### src/rtl/dbt_pkg.sv
package dbt_pkg;
  typedef enum logic [2:0] {
    BK_IDLE    = 3'd0,
    BK_OPENING = 3'd1,
    BK_OPEN    = 3'd2,
    BK_RD      = 3'd3,
    BK_WR      = 3'd4,
    BK_RD_AC   = 3'd5,
    BK_WR_AC   = 3'd6,
    BK_CLOSING = 3'd7
  } bank_st_e;

  typedef enum logic [2:0] {
    OP_NOP = 3'd0,
    OP_ACT = 3'd1,
    OP_RD  = 3'd2,
    OP_WR  = 3'd3,
    OP_PRE = 3'd4
  } op_e;

  function automatic logic st_locked(input logic [2:0] s);
    return (s == BK_OPENING) || (s == BK_RD_AC) || (s == BK_WR_AC) || (s == BK_CLOSING);
  endfunction

  function automatic logic st_has_row(input logic [2:0] s);
    return (s == BK_OPEN) || (s == BK_RD) || (s == BK_WR);
  endfunction
endpackage

### src/rtl/dbt_legal.sv
module dbt_legal
  import dbt_pkg::*;
#(
  parameter int NUM_BANKS = 4,
  parameter int BA_W = $clog2(NUM_BANKS)
) (
  input  logic [2:0]                 op,
  input  logic [BA_W-1:0]            ba,
  input  logic                       a8,
  input  logic [NUM_BANKS-1:0][2:0]  st_all,
  output logic [NUM_BANKS-1:0]       go,
  output logic                       illegal
);
  logic [NUM_BANKS-1:0] locked;
  logic [NUM_BANKS-1:0] has_row;
  logic [2:0]           sel_st;
  logic                 legal;
  logic                 all_tgt;
  logic                 one_tgt;

  for (genvar i = 0; i < NUM_BANKS; i++) begin : g_cls
    assign locked[i]  = st_locked(st_all[i]);
    assign has_row[i] = st_has_row(st_all[i]);
  end

  assign sel_st = st_all[ba];

  always_comb begin
    legal   = 1'b1;
    all_tgt = 1'b0;
    one_tgt = 1'b0;
    case (op)
      OP_ACT: begin
        legal   = (sel_st == BK_IDLE);
        one_tgt = 1'b1;
      end
      OP_RD, OP_WR: begin
        legal   = has_row[ba];
        one_tgt = 1'b1;
      end
      OP_PRE: begin
        if (a8) begin
          legal   = ~|locked;
          all_tgt = 1'b1;
        end else begin
          legal   = ~locked[ba];
          one_tgt = 1'b1;
        end
      end
      default: legal = 1'b1;
    endcase
  end

  always_comb begin
    for (int i = 0; i < NUM_BANKS; i++)
      go[i] = legal & (all_tgt | (one_tgt & (ba == BA_W'(i))));
  end

  assign illegal = ~legal;
endmodule

### src/rtl/dbt_bank.sv
module dbt_bank
  import dbt_pkg::*;
#(
  parameter int T_RCD     = 3,
  parameter int T_RP      = 3,
  parameter int BURST_CYC = 2,
  parameter int CNT_W     = 4
) (
  input  logic       clk,
  input  logic       rst,
  input  logic       go,
  input  logic [2:0] op,
  input  logic       a8,
  output logic [2:0] st
);
  localparam logic [CNT_W-1:0] RCD_LD = CNT_W'(T_RCD - 1);
  localparam logic [CNT_W-1:0] RP_LD  = CNT_W'(T_RP - 1);
  localparam logic [CNT_W-1:0] BST_LD = CNT_W'(BURST_CYC - 1);
  localparam logic [CNT_W-1:0] AC_LD  = CNT_W'(BURST_CYC + T_RP - 1);

  bank_st_e          st_q;
  logic [CNT_W-1:0]  cnt_q;
  logic              timed;

  assign timed = (st_q != BK_IDLE) && (st_q != BK_OPEN);
  assign st    = st_q;

  always_ff @(posedge clk) begin
    if (rst) begin
      st_q  <= BK_IDLE;
      cnt_q <= '0;
    end else if (go) begin
      case (op)
        OP_ACT: begin
          st_q  <= BK_OPENING;
          cnt_q <= RCD_LD;
        end
        OP_RD: begin
          st_q  <= a8 ? BK_RD_AC : BK_RD;
          cnt_q <= a8 ? AC_LD : BST_LD;
        end
        OP_WR: begin
          st_q  <= a8 ? BK_WR_AC : BK_WR;
          cnt_q <= a8 ? AC_LD : BST_LD;
        end
        OP_PRE: begin
          if (st_q != BK_IDLE) begin
            st_q  <= BK_CLOSING;
            cnt_q <= RP_LD;
          end
        end
        default: ;
      endcase
    end else if (timed) begin
      if (cnt_q == '0) begin
        case (st_q)
          BK_OPENING, BK_RD, BK_WR: st_q <= BK_OPEN;
          default:                  st_q <= BK_IDLE;
        endcase
      end else begin
        cnt_q <= cnt_q - 1'b1;
      end
    end
  end


  idle_exit_chk: assert property (@(posedge clk) disable iff (rst)
    (st_q == BK_IDLE) |=> (st_q == BK_IDLE || st_q == BK_OPENING));


  opening_exit_chk: assert property (@(posedge clk) disable iff (rst)
    (st_q == BK_OPENING) |=> (st_q == BK_OPENING || st_q == BK_OPEN));


  autoclose_exit_chk: assert property (@(posedge clk) disable iff (rst)
    (st_q == BK_RD_AC || st_q == BK_WR_AC) |=> ($stable(st_q) || st_q == BK_IDLE));


  closing_exit_chk: assert property (@(posedge clk) disable iff (rst)
    (st_q == BK_CLOSING) |=> (st_q == BK_CLOSING || st_q == BK_IDLE));
endmodule

### src/rtl/dram_bank_tracker.sv
module dram_bank_tracker
  import dbt_pkg::*;
#(
  parameter int NUM_BANKS = 4,
  parameter int T_RCD     = 3,
  parameter int T_RP      = 3,
  parameter int BURST_LEN = 4,
  localparam int BA_W     = $clog2(NUM_BANKS)
) (
  input  logic                   clk,
  input  logic                   rst,
  input  logic [2:0]             cmd_op,
  input  logic [BA_W-1:0]        cmd_ba,
  input  logic                   cmd_a8,
  output logic [3*NUM_BANKS-1:0] bank_state,
  output logic                   violation
);
  localparam int BURST_CYC = BURST_LEN / 2;
  localparam int MAX_WAIT  = (T_RCD > BURST_CYC + T_RP) ? T_RCD : BURST_CYC + T_RP;
  localparam int CNT_W     = $clog2(MAX_WAIT + 1);

  logic [NUM_BANKS-1:0][2:0] st_all;
  logic [NUM_BANKS-1:0]      go;
  logic                      illegal;

  dbt_legal #(.NUM_BANKS(NUM_BANKS), .BA_W(BA_W)) u_legal (
    .op      (cmd_op),
    .ba      (cmd_ba),
    .a8      (cmd_a8),
    .st_all  (st_all),
    .go      (go),
    .illegal (illegal)
  );

  for (genvar i = 0; i < NUM_BANKS; i++) begin : g_bank
    dbt_bank #(
      .T_RCD(T_RCD), .T_RP(T_RP), .BURST_CYC(BURST_CYC), .CNT_W(CNT_W)
    ) u_bank (
      .clk (clk),
      .rst (rst),
      .go  (go[i]),
      .op  (cmd_op),
      .a8  (cmd_a8),
      .st  (st_all[i])
    );
    assign bank_state[3*i +: 3] = st_all[i];
  end

  always_ff @(posedge clk) begin
    if (rst) violation <= 1'b0;
    else     violation <= illegal;
  end


  nop_quiet_chk: assert property (@(posedge clk) disable iff (rst)
    violation |-> ($past(cmd_op) inside {OP_ACT, OP_RD, OP_WR, OP_PRE}));


  single_target_chk: assert property (@(posedge clk) disable iff (rst)
    !(cmd_op == OP_PRE && cmd_a8) |-> $onehot0(go));
endmodule

### config.mk
export PLATFORM = sky130hd
export DESIGN_NAME = dram_bank_tracker
export DESIGN_NICKNAME = d
export VERILOG_FILES = /design/src/rtl/dbt_pkg.sv /design/src/rtl/dbt_legal.sv /design/src/rtl/dbt_bank.sv /design/src/rtl/dram_bank_tracker.sv
export SDC_FILE = /design/constraint.sdc
export NUM_CORES = 1
export LEC_CHECK = 0
export BUFFER_PORTS_ARGS = -buffer_cell sky130_fd_sc_hd__buf_4
export CELL_PAD_IN_SITES_DETAIL_PLACEMENT = 0
export CELL_PAD_IN_SITES_GLOBAL_PLACEMENT = 2
export CORE_MARGIN = 4
export CORE_UTILIZATION = 31
export CTS_CLUSTER_DIAMETER = 200
export CTS_CLUSTER_SIZE = 10
export DETAILED_ROUTE_END_ITERATION = 10
export GPL_TIMING_DRIVEN = 0
export PLACE_DENSITY_LB_ADDON = 0.1
export RECOVER_POWER = 50
export REMOVE_ABC_BUFFERS = 1
export SYNTH_ARGS = -nofsm -noshare
export SYNTH_HDL_FRONTEND = slang
export SYNTH_SLANG_ARGS = --single-unit
### constraint.sdc
create_clock -name clk -period 2.3 [get_ports clk]
set_input_delay 0.23 -clock clk [delete_from_list [all_inputs] [get_ports clk]]
set_output_delay 0.23 -clock clk [all_outputs]
set_load 0.01 [all_outputs]
Word-level counts from Yosys, hierarchy flattened:

Cells that the tools add are included.

* register bits after elaboration: 25
* logic and storage cells: 200

* add/subtract/negate cells: 4
* $lt $le $gt $ge: 1
* mux-type cells: 59
* reduce and logical (&&, ||, !) cells: 58
* equal/unequal tests: 55
* bitwise logic cells: 14

Operator list (number)
* 3-bit 2-to-1 mux: 35
* 3-bit == test (second input constant): 17
* 3-bit one-hot mux with 4 select lines: 4
* 3-bit one-hot mux with 3 select lines: 4
* 4-bit AND reduction: 8
* 3-bit by 2-bit == test with 1-bit output (second input constant): 10
* 1-bit logical OR: 20
* 5-bit != test (second input constant): 4
* 4-bit != test (second input constant): 4
* 2-bit nonzero test: 8
* 3-bit by 1-bit == test with 1-bit output (second input constant): 5
* 3-bit logical NOT: 5
* 3-bit OR reduction: 5
* 3-bit by 2-bit != test with 1-bit output (second input constant): 4
* 3-bit != test (second input constant): 4
* 3-bit nonzero test: 4
* 3-bit by 1-bit subtractor with 3-bit output (second input constant): 4
* 2-bit 2-to-1 mux: 5
* 1-bit bitwise AND: 8
* 2-bit by 1-bit != test with 1-bit output (second input constant): 4
* 3-bit binary-select mux with 2-bit select: 1
* 1-bit 2-to-1 mux: 6
* 1-bit binary-select mux with 2-bit select: 2
* 2-bit == test (second input constant): 2
* 11 further kinds: 18

Longest topological paths before layout:

* depth after elaboration: 12
* mapped depth: 9
* depth with buffers taken out: 7

Cells and area by module:

From an unflattened synthesis, not the netlist that was laid out.

* cells, all modules: 302
* area total of the unflattened synthesis: 2414.8 sq um

Modules (own cells, without submodules)
* dbt_bank: cells each 61, seq. area each 120.1 sq um, area each 501.7 sq um, instances 4
* dbt_legal: cells each 56, seq. area each 0.0 sq um, area each 374.1 sq um, instances 1
* dram_bank_tracker: cells each 2, seq. area each 20.0 sq um, area each 33.8 sq um, instances 1

Worst setup path after synthesis:

No wires, ideal clock.

* path kind: register -> register
* from: register g_bank[3].u_bank.st_q[0]
* to: register g_bank[0].u_bank.cnt_q[0]
* stages on the path, launching flop included: 9
* setup slack: -0.279 ns
* setup time: 0.132 ns
* clock period less this slack: 2.579 ns
* arrival: 2.447 ns
* path through: dfxtp_1 > or3_4 > mux4_2 > or4b_4 > and4_4 > buf_8 > o21ai_4 > a2bb2oi_1 > a21oi_1

* cells in the longest elaborated chain, start to end: 12
* elaborated cells on any way between the ends: 31
* classes of those cells: eq/ne (10); mux (9); bitwise (2); reduce/logical (10)

RTL lines
* start, declared: RTL line dbt_bank.sv:21 `bank_st_e st_q;`
* start signal, assigned: RTL line dbt_bank.sv:39 `st_q <= a8 ? BK_RD_AC : BK_RD;`
* start signal, assigned: RTL line dbt_bank.sv:43 `st_q <= a8 ? BK_WR_AC : BK_WR;`
* 3-bit by 1-bit == test with 1-bit output / 3-bit == test (equally long branches): RTL line dbt_pkg.sv:22 `return (s == BK_OPENING) || (s == BK_RD_AC) || (s == BK_WR_AC) || (s == BK_CLOSING);`
* 1-bit logical OR (3 in a row): RTL line dbt_pkg.sv:22
* 1-bit binary-select mux with 2-bit select: RTL line dbt_legal.sv:46 `legal = ~locked[ba];`
* 1-bit 2-to-1 mux (implied by the code): RTL line dbt_legal.sv:46
* 1-bit inverter: RTL line dbt_legal.sv:46
* 1-bit 2-to-1 mux: RTL line dbt_legal.sv:42 `if (a8) begin`
* 1-bit one-hot mux with 3 select lines *: RTL line dbt_legal.sv:32 `case (op)`
* 1-bit bitwise AND *: RTL line dbt_legal.sv:56 `go[i] = legal & (all_tgt | (one_tgt & (ba == BA_W'(i))));`
* 4-bit != test (no line), or another cell as far along
* 4-bit AND reduction (no line)
* end signal, assigned: RTL line dbt_bank.sv:40 `cnt_q <= a8 ? AC_LD : BST_LD;`
* end signal, assigned: RTL line dbt_bank.sv:44 `cnt_q <= a8 ? AC_LD : BST_LD;`
* end signal, assigned: RTL line dbt_bank.sv:61 `cnt_q <= cnt_q - 1'b1;`
* end, declared: RTL line dbt_bank.sv:22 `logic [CNT_W-1:0] cnt_q;`

Mark *: on every way between the ends. The rest lies on a longest branch, timed or not. The select of a mux whose other input is x is not followed.
A chain may end at the register's enable or synchronous reset.

Worst setup path in the final report:

* from: register g_bank[2].u_bank.st_q[0]
* to: register g_bank[2].u_bank.st_q[0]

* cells in the longest elaborated chain, start to end: 12
* elaborated cells on any way between the ends: 34
* classes of those cells: eq/ne (10); mux (9); bitwise (2); reduce/logical (13)

RTL lines (RTL line)
* start, declared: dbt_bank.sv:21
* start signal, assigned: dbt_bank.sv:39
* start signal, assigned: dbt_bank.sv:43
* 3-bit by 1-bit == test with 1-bit output / 3-bit == test (equally long branches): dbt_pkg.sv:22
* 1-bit logical OR (3 in a row): dbt_pkg.sv:22
* 1-bit binary-select mux with 2-bit select: dbt_legal.sv:46
* 1-bit 2-to-1 mux (implied by the code): dbt_legal.sv:46
* 1-bit inverter: dbt_legal.sv:46
* 1-bit 2-to-1 mux: dbt_legal.sv:42
* 1-bit one-hot mux with 3 select lines: dbt_legal.sv:32
* 1-bit bitwise AND: dbt_legal.sv:56
* 5-bit != test (no line), or another cell as far along
* 4-bit AND reduction (no line)

Several ways; a longest one is shown, not always the timed one. The select of a mux whose other input is x is not followed.

==> impl_summary.md <==
Final layout
The signed area change from the synthesized netlist to the final layout is 28.2%. The most common library cell in the layout ignoring fill and taps is buf_4. The layout net count is 302. The final instance area is 2510 um^2. The share of final-layout standard cells stronger than drive strength 1 is 30.9%.

In the layout the commonest cells are buf_4, nor2_1, inv_1, a21oi_1, dfxtp_1. The number of non-filler instances in the completed layout is 360. The repair_antennas step left the layout with diodes totalling 0.

STA
The maximum frequency from static timing analysis is 381 MHz. The number of hold violations in the final report is 0. The actual transition at the worst max-transition pin is 1070 ps. In this run the tightest slew margin relative to its limit is 28.2%. The worst-case hold slack is about 280 ps. The count of pins over their slew limit is 0. Across all setup checks in the final design, the least slack found is -322 ps. Setup repair after global routing could not meet its margin everywhere. The clock arrives with 4.20 ps of skew. The number of endpoints failing setup at the final stage is 24. The post-route minimum period is 2620 ps. The worst path uses 114% of the clock period.

Synthesis
The number of warnings reported in the yosys synthesis log is 0. Summing every instance area after synthesis gives 1960 um^2. After synthesis, the mean cell area works out to 7.90 um^2. The cell count after synthesis is between 200 and 250. After synthesis, the netlist uses 64 different library cells.

Counting flops with an async set or reset pin after synthesis yields a share of 0%. Counting flops with a built-in enable in the synthesized netlist gives 0. Sequential elements use 25.6% of the synthesized area. The register bit count reported by yosys is 25. The most used flip-flop cell after synthesis is dfxtp_1.

Setup path
The startpoint of the worst-slack reg-to-reg timing path is g_bank[2].u_bank.st[0]$_SDFFE_PP0P_. The data arrival time of the worst path is 2790 ps. The sort of element at the end of the critical path is a register.

STA puts the critical path data required time at around 2500 ps. The worst setup path is of the reg2reg kind. The highest fanout seen on the critical path is 6. The kind of start point of the critical path is a register. The critical path starts at g_bank[2].u_bank.st[0]$_SDFFE_PP0P_.

Min path
The classification of the worst-slack hold path is in2reg. The hold path startpoint is cmd_a8.

Clocking
At the later pin of the worst-skew pair, clock insertion delay measures ~280 ps. For this design, the sink count on the clock tree is 25. CTS built an H-tree with a depth of 1.

The root buffer selected by CTS is clkbuf_8. The hold buffer count at CTS is 0. After clock tree synthesis, the clock-pin slew on the worst setup and hold paths is 100 ps. Clock tree synthesis inserted a total of 3 buffers. TritonCTS built the clock tree.

The clock passes through at most 2 buffers.

Route
The detailed-route via count is between 1,500 and 2,000. Using the TritonRoute via totals, the vias-per-cell ratio works out to 5.46. Dividing the detail-routed wire length by the instance count gives 17.2 um. The count of antenna-violating nets left after detailed routing is 0. The number of DRC markers in iteration 0 is 90. In the routed design, unresolved DRC markers number 0. The routed design has 6180 um of wire. The first detailed-routing pass took 4 iterations.

Place
The cell area reported after detailed placement is 2160 um^2. The post-placement cell count is 337. At the end of routability-driven placement, the weighted congestion stood at 0.833.

Timing analysis after detailed placement gives a worst setup slack of -604 ps. The total half-perimeter wirelength after legalization and detailed placement is 4160 um. The count of buffers from port buffering is 20.

GRT
Global routing consumed, over all layers together, about 17% of the routing resources. For this run the aggregate overflow at the end of global routing stands at 0. The first global-routing pass estimated between 10,000 and 15,000 um of wire. Entering global routing, the biggest net connects 22 pins. The number of antenna violations at the first check in global routing was 0. The via count of the first global-routing pass is 1,917.

Floorplanning
The starting density of the core is between 30% and 40%. In this run the horizontal extent of the chip is 87.5 um. The core area is 6030 um^2. The die outline height is ~87 um.

The die covers 7650 um^2. The number of top-level design ports is 21. Row generation in the floorplan step produced 28 rows.

Pwr
IR analysis of the VDD net gives a maximum drop of 0.173 mV. Power comes to 0.00107 W. The analysis attributes to cell leakage a power of 0.947 nW. The power density over cell area is 425 nW/um^2.

Outcome
The checks that failed: negative setup slack. The run finished, with violations left.

Run
Max-cap violations in this run came to 0.
## power by group
part | internal (W) | switching (W) | leakage [nW] | total, W
clock | 0.000125 | 0.000155 | 0.0228 | 0.000280
sequential | 0.000444 | 0.0000151 | 0.209 | 0.000459
combinational | 0.000135 | 0.000194 | 0.716 | 0.000329
## kinds of logic after synthesis
kind of cell | count (synthesis) | synth area share (%)
adder cells (fa/ha/maj) | 8 | 5.11
XOR/XNOR | 3 | 1.34
flip-flops | 25 | 25.6
buffers and inverters | 26 | 5.75
AND/OR/NAND/NOR | 95 | 27.5
multiplexers | 8 | 4.79
AO/OA/AOI/OAI | 83 | 30.0
## layer usage
metal,up-vias,track usage [%],part of all wire [%],wire (um)
met5,-,0,0,0
met4,0,3.91,0.99,61
met3,5,2.93,3.4,210
met2,33,29.2,47,2890
met1,930,23.2,49,3020
li1,996,-,-,-
## timing repair
item,in CTS,in global routing
pin swaps,23,7
gates cloned,3,0
buffers inserted,14,2
setup endpoints to repair,25,25
gates resized for setup,35,8
## per-stage QoR
| step | utilization, % | setup TNS, ps |
|---|---|---|
| after CTS | 40.9 | -7040 |
| final | 41.7 | -6600 |
| after floorplan | - | -5270 |
| after detailed placement | 35.9 | -11050 |
| after global placement | 35.9 | -11360 |
| after global routing | 41.7 | -8850 |
## flip-flops by register name, summed over array words and instances (netlist names)
signal and flops:
g_bank.u_bank.cnt_q 12, violation 1, g_bank.u_bank.st 12
## synth_stat cells, types with 4 or more instances
cell	n	area [um^2]
a21oi_1	22	110
a31oi_1	6	37.5
clkbuf_1	4	15.0
dfxtp_1	25	500
ha_1	8	100
inv_1	20	75.1
mux2i_1	6	60.1
nand2_1	15	56.3
nand2b_1	9	56.3
nand3_1	9	45.0
nor2_1	24	90.1
nor2b_1	7	43.8
nor3_1	6	30.0
o21a_1	6	45.0
o21ai_0	14	70.1
or3_1	5	31.3
## final timing paths
kind / end / slack [ps] / cells after the start
hold reg to reg: g_bank[1].u_bank.cnt_q[1]$_SDFFE_PP0P_ / 480 / 2
hold / removal: g_bank[2].u_bank.cnt_q[2]$_SDFFE_PP0P_ / 280 / 3
setup reg to reg: g_bank[2].u_bank.st[0]$_SDFFE_PP0P_ / -320 / 8
setup / recovery: g_bank[2].u_bank.st[0]$_SDFFE_PP0P_ / -320 / 8
## critical path: stages (launching register included)
cell,delay [ps]
dfxtp_4,370
or3_4,390
mux4_2,450
or4b_4,550
and4_4,260
nor3_4,190
buf_6,140
nand3b_1,100
a21oi_1,60
## cell type report
type,instances,area (um^2)
Fill cell,638,3520
Sequential cell,25,527
Timing Repair Buffer,36,285
Inverter,20,75.1
Clock buffer,4,45.0
Tap cell,75,93.8
Multi-Input combinational cell,200,1480
No activity file was read; power rests on OpenSTA's default activity.
